## src/rtl/mwcs_pkg.sv

```systemverilog
package mwcs_pkg;
  localparam int ADDR_W   = 32;
  localparam int DATA_W   = 32;
  localparam int BYTES    = DATA_W / 8;
  localparam int MASK_W   = 19;
  localparam int MASK_LSB = ADDR_W - MASK_W;
  localparam int EN_BIT   = 26;
  localparam int WR_BIT   = 25;
  localparam int RD_BIT   = 24;
  localparam logic [DATA_W-1:0] CTRL_KEEP =
      DATA_W'((64'd1 << MASK_W) - 64'd1) |
      (DATA_W'(1) << EN_BIT) | (DATA_W'(1) << WR_BIT) | (DATA_W'(1) << RD_BIT);

  typedef struct packed {
    logic [BYTES-1:0] baseWe;
    logic [BYTES-1:0] ctrlWe;
    logic             accRd;
    logic             accWr;
  } strobe_t;
endpackage

```

## src/rtl/mwcs_ctrl.sv

```systemverilog
module mwcs_ctrl
  import mwcs_pkg::*;
(
  input  logic             regWrEn,
  input  logic             regSel,
  input  logic [BYTES-1:0] regByteEn,
  input  logic             accValid,
  input  logic             accWrite,
  output strobe_t          stb
);
  always_comb begin
    stb.baseWe = (regWrEn && !regSel) ? regByteEn : '0;
    stb.ctrlWe = (regWrEn &&  regSel) ? regByteEn : '0;
    stb.accWr  = accValid &&  accWrite;
    stb.accRd  = accValid && !accWrite;
  end
endmodule

```

## src/rtl/mwcs_datapath.sv

```systemverilog
module mwcs_datapath
  import mwcs_pkg::*;
(
  input  logic              clk,
  input  logic              rstN,
  input  strobe_t           stb,
  input  logic              regSel,
  input  logic [DATA_W-1:0] regWrData,
  input  logic [ADDR_W-1:0] accAddr,
  output logic [DATA_W-1:0] regRdData,
  output logic [DATA_W-1:0] baseQ,
  output logic [DATA_W-1:0] ctrlQ,
  output logic              csN
);
  for (genvar b = 0; b < BYTES; b++) begin : gByte
    always_ff @(posedge clk or negedge rstN) begin
      if (!rstN) begin
        baseQ[b*8 +: 8] <= '0;
        ctrlQ[b*8 +: 8] <= '0;
      end else begin
        if (stb.baseWe[b]) baseQ[b*8 +: 8] <= regWrData[b*8 +: 8];
        if (stb.ctrlWe[b]) ctrlQ[b*8 +: 8] <= regWrData[b*8 +: 8] & CTRL_KEEP[b*8 +: 8];
      end
    end
  end

  logic [ADDR_W-1:0] cmpMask;
  logic              hit;
  logic              qualify;

  always_comb begin
    cmpMask = {ctrlQ[MASK_W-1:0], {MASK_LSB{1'b0}}};
    hit     = ((accAddr ^ baseQ) & cmpMask) == '0;
    qualify = ctrlQ[EN_BIT] && hit &&
              ((stb.accWr && ctrlQ[WR_BIT]) || (stb.accRd && ctrlQ[RD_BIT]));
    regRdData = regSel ? ctrlQ : baseQ;
  end

  always_ff @(posedge clk or negedge rstN) begin
    if (!rstN) csN <= 1'b1;
    else       csN <= !qualify;
  end
endmodule

```

## src/rtl/mem_window_cs.sv

```systemverilog
module mem_window_cs
  import mwcs_pkg::*;
(
  input  logic              clk,
  input  logic              rstN,
  input  logic              regWrEn,
  input  logic              regSel,
  input  logic [BYTES-1:0]  regByteEn,
  input  logic [DATA_W-1:0] regWrData,
  output logic [DATA_W-1:0] regRdData,
  input  logic              accValid,
  input  logic              accWrite,
  input  logic [ADDR_W-1:0] accAddr,
  output logic              csN
);
  strobe_t           stb;
  logic [DATA_W-1:0] baseQ;
  logic [DATA_W-1:0] ctrlQ;

  mwcs_ctrl uCtrl (
    .regWrEn(regWrEn), .regSel(regSel), .regByteEn(regByteEn),
    .accValid(accValid), .accWrite(accWrite), .stb(stb)
  );

  mwcs_datapath uDp (
    .clk(clk), .rstN(rstN), .stb(stb), .regSel(regSel),
    .regWrData(regWrData), .accAddr(accAddr), .regRdData(regRdData),
    .baseQ(baseQ), .ctrlQ(ctrlQ), .csN(csN)
  );
endmodule

```

## config.mk

```make
export PLATFORM = sky130hd
export DESIGN_NAME = mem_window_cs
export DESIGN_NICKNAME = d
export VERILOG_FILES = /design/src/rtl/mwcs_pkg.sv /design/src/rtl/mwcs_ctrl.sv /design/src/rtl/mwcs_datapath.sv /design/src/rtl/mem_window_cs.sv
export SDC_FILE = /design/constraint.sdc
export NUM_CORES = 1
export LEC_CHECK = 0
export BUFFER_PORTS_ARGS = -buffer_cell sky130_fd_sc_hd__buf_2
export CORE_MARGIN = 2
export CORE_UTILIZATION = 45
export DETAILED_ROUTE_END_ITERATION = 8
export PLACE_DENSITY = 0.75
export SYNTH_ARGS = -nofsm -noshare
export SYNTH_HDL_FRONTEND = slang
export SYNTH_SLANG_ARGS = --single-unit
```

## constraint.sdc

```tcl
create_clock -name clk -period 1.8 [get_ports clk]
set_input_delay 0.36 -clock clk [delete_from_list [all_inputs] [get_ports clk]]
set_output_delay 0.36 -clock clk [all_outputs]
set_load 0.02 [all_outputs]
```

==> flow_metrics.py <==
metrics = {
    "run_status": {
        "outcome": "completed",
    },
    "clock_tree": {
        "clk_pin_slew_ns": 0.09,
        "cts-resized-gates": 0,
        "clock_latency_ns": 0.30,
        "root_buffer": "clkbuf_8",
        "tritoncts": "built",
        "htreeDepth": 2,
        "post_cts.repair.setup_buffers": 0,
        "cts_hold_buffers": 0,
        "cts_made_buffers": 5,
        "cts_num_sinks": 55,
        "cts_max_path_buffers": 2,
    },
    "sta": {
        "layout_min_cycle_time_ns": 1.58,
        "tightest_slew_ns": 0.546,
        "fmaxAchievable_mhz": 633,
        "drv_slew": 0,
        "rsz0062_at_grt": "no",
        "max_slew_margin_pct": 63.6,
        "skew_ns": 0.00428,
        "setup-tns-final_ns": 0,
        "setup_violations": 0,
        "final_hold_viol_count": 0,
        "period_share_pct": 87.7,
    },
    "power": {
        "leakage_nw": 1.62,
        "powerDensity_nw_per_um2": 988,
        "power_mw": 3.34,
        "vdd_drop_max_mv": 0.545,
    },
    "route": {
        "totalWireLength_um": 6020,
        "dr_wl_met2_um": 2900,
        "routed.top_layer": "met4",
        "drt_iter0_drc": 48,
        "postRouteAntennaNets": 0,
        "vias": 1843,
        "wl_per_cell_um": 16.5,
        "wl_met1_um": 2690,
        "dr.pass1.iters": 3,
        "vias_per_cell": 5.06,
        "route.detailed.drc": 0,
        "met3WireLength_um": 334,
    },
    "logic_synthesis": {
        "synth-seq-cells": 55,
        "synth_mux_area_share_pct": 32.1,
        "synth_edf_count": 0,
        "yosys_most_used_dff": "dfrtp_1",
        "ys_types": 18,
        "syn_inst": 188,
        "synth_xor_area_share_pct": 6.23,
        "syn_area_per_cell_um2": 14.2,
        "ys_seq_area_share_pct": 51.6,
        "synthAdderAreaFrac_pct": 0,
        "ys_async_sr_fraction_pct": 100,
        "synth_compound_area_share_pct": 3.42,
        "synth_top_family_by_area": "multiplexers",
        "yosysWarningCount": 0,
        "synth.cell_area_um2": 2670,
        "synth-simple-area-share_pct": 5.58,
        "syn_nets": 262,
    },
    "floorplan": {
        "io_pins": 107,
        "dieArea_um2": 6570,
        "die_h_um": 81.0,
        "coreArea_um2": 5820,
        "fp-row-count": 28,
        "initial_core_util_pct": 45.9,
        "die_w_um": 81.0,
    },
    "grt": {
        "grt_pass1_vias": 1896,
        "track_usage_pct": 19.2,
        "antenna_found_initial": 0,
        "grt_overflow_total": 0,
        "grt_first_pass_wirelength_um": 9380,
        "grt_max_degree": 29,
    },
    "cells_and_area": {
        "layout.nets": 362,
        "drive_above_1_share_pct": 53.3,
        "area_delta_synth_final_pct": 26.5,
        "utilization_pct": 58.1,
        "insertedDiodeCount": 0,
        "most-common-layout-cells": "93 x buf_2, 54 x dfrtp_1, 44 x mux2_2",
        "mostFrequentLayoutCell": "buf_2",
    },
    "setup_path": {
        "crit_fanout": 20,
        "crit_type": "primary input to output port",
        "critPathTopFamily": "buffers and inverters",
        "crit_chain": "buf_2 > buf_12 > mux2_2 > buf_2",
        "crit_path_end_kind": "output port",
        "cp.arrival_ns": 1.22,
        "critPathLaunchType": "primary input",
        "required_ns": 1.44,
        "crit_top_cell": "buf_2",
        "cp-startpoint": "regSel",
        "cp_num_buf_inv": 3,
        "critPathMaxStageDelay_ns": 0.36,
        "r2r_start": "uDp.baseQ[17]$_DFFE_PN0P_",
        "critical-path-slowest-cell": "mux2_2",
    },
    "placed_design": {
        "place.gp.congestion": 0.788,
        "dp_hpwl_um": 4660,
        "port_buffers": 93,
    },
    "min_path": {
        "min_path_type": "primary input to asynchronous set/reset pin",
    },
    "flow_run": {
        "cap_violations": 0,
    },
}
[state kept, by name, summed over array words and instances (netlist names)]
register and count:
uDp.ctrlQ 22, uDp.csN 1, uDp.baseQ 32
[worst register-to-register path: stages (launching register included)]
cell      delay (ns)
dfrtp_1         0.41
xor2_1          0.15
a22o_1          0.25
a221oi_1        0.31
nand4_1         0.14
[path summary, 6_finish.rpt]
kind	end	slack, ns	depth (start not counted)
setup / recovery	regRdData[24]	0.22	4
hold / removal	uDp.baseQ[28]$_DFFE_PN0P_	0.03	1
setup reg to reg	uDp.csN$_DFF_PN1_	0.45	4
hold reg to reg	uDp.baseQ[5]$_DFFE_PN0P_	0.49	1
max in group asynchronous	uDp.baseQ[2]$_DFFE_PN0P_	1.24	2
min in group clk	uDp.baseQ[30]$_DFFE_PN0P_	0.26	2
[kinds of logic (layout without fill, tap and decap cells)]
group | after synthesis | count (layout)
AO/OA/AOI/OAI | 11 | 11
XOR/XNOR | 19 | 19
buffers and inverters | 6 | 107
flip-flops | 55 | 55
multiplexers | 76 | 76
AND/OR/NAND/NOR | 21 | 21
[per-layer routing]
layer,vias up,GRT usage [%]
met5,-,0
met4,0,6.78
met3,9,4.22
met2,54,31.7
met1,901,24.9
li1,879,-
[final cells by class]
class	count	area, µm²
clock buffer	8	100
tap	75	93.8
fill	511	2440
timing repair buffer	98	541
sequential	55	1380
multi-input combinational	127	1260
inverter	1	3.75
[synthesized netlist by cell type (all sizes together) (3+ instances only)]
cell type   n  share of area [%]
buf         4               0.84
nand3       4               0.75
a221oi      4                1.3
nand2       4                1.7
a22o        3               0.98
mux2       76                 32
nor2b      11                2.6
a22oi       3               0.84
dfrtp      54                 51
xor2       19                6.2
[where the power goes]
group	internal, mW	total, mW	leakage (nW)	switching, mW
registers	1.47	1.64	0.649	0.177
clock network	0.352	0.740	0.0515	0.388
logic	0.485	0.955	0.916	0.470
total	2.30	3.34	1.62	1.03
[through the flow]
| stage | worst slack, ns | cell area, µm² | std cells | hold WS (ns) |
|---|---|---|---|---|
| finish | 0.221 | 3380 | 364 | 0.0301 |
| global route | 0.200 | 3380 | 364 | 0.0615 |
| CTS | 0.223 | 3380 | 364 | 0.0400 |
| global placement | 0.224 | 3280 | 356 | 0.384 |
| floorplan | 0.292 | 2670 | 188 | 0.0644 |
| detailed placement | 0.226 | 3280 | 356 | 0.371 |
(Power assumes the default switching activity.)
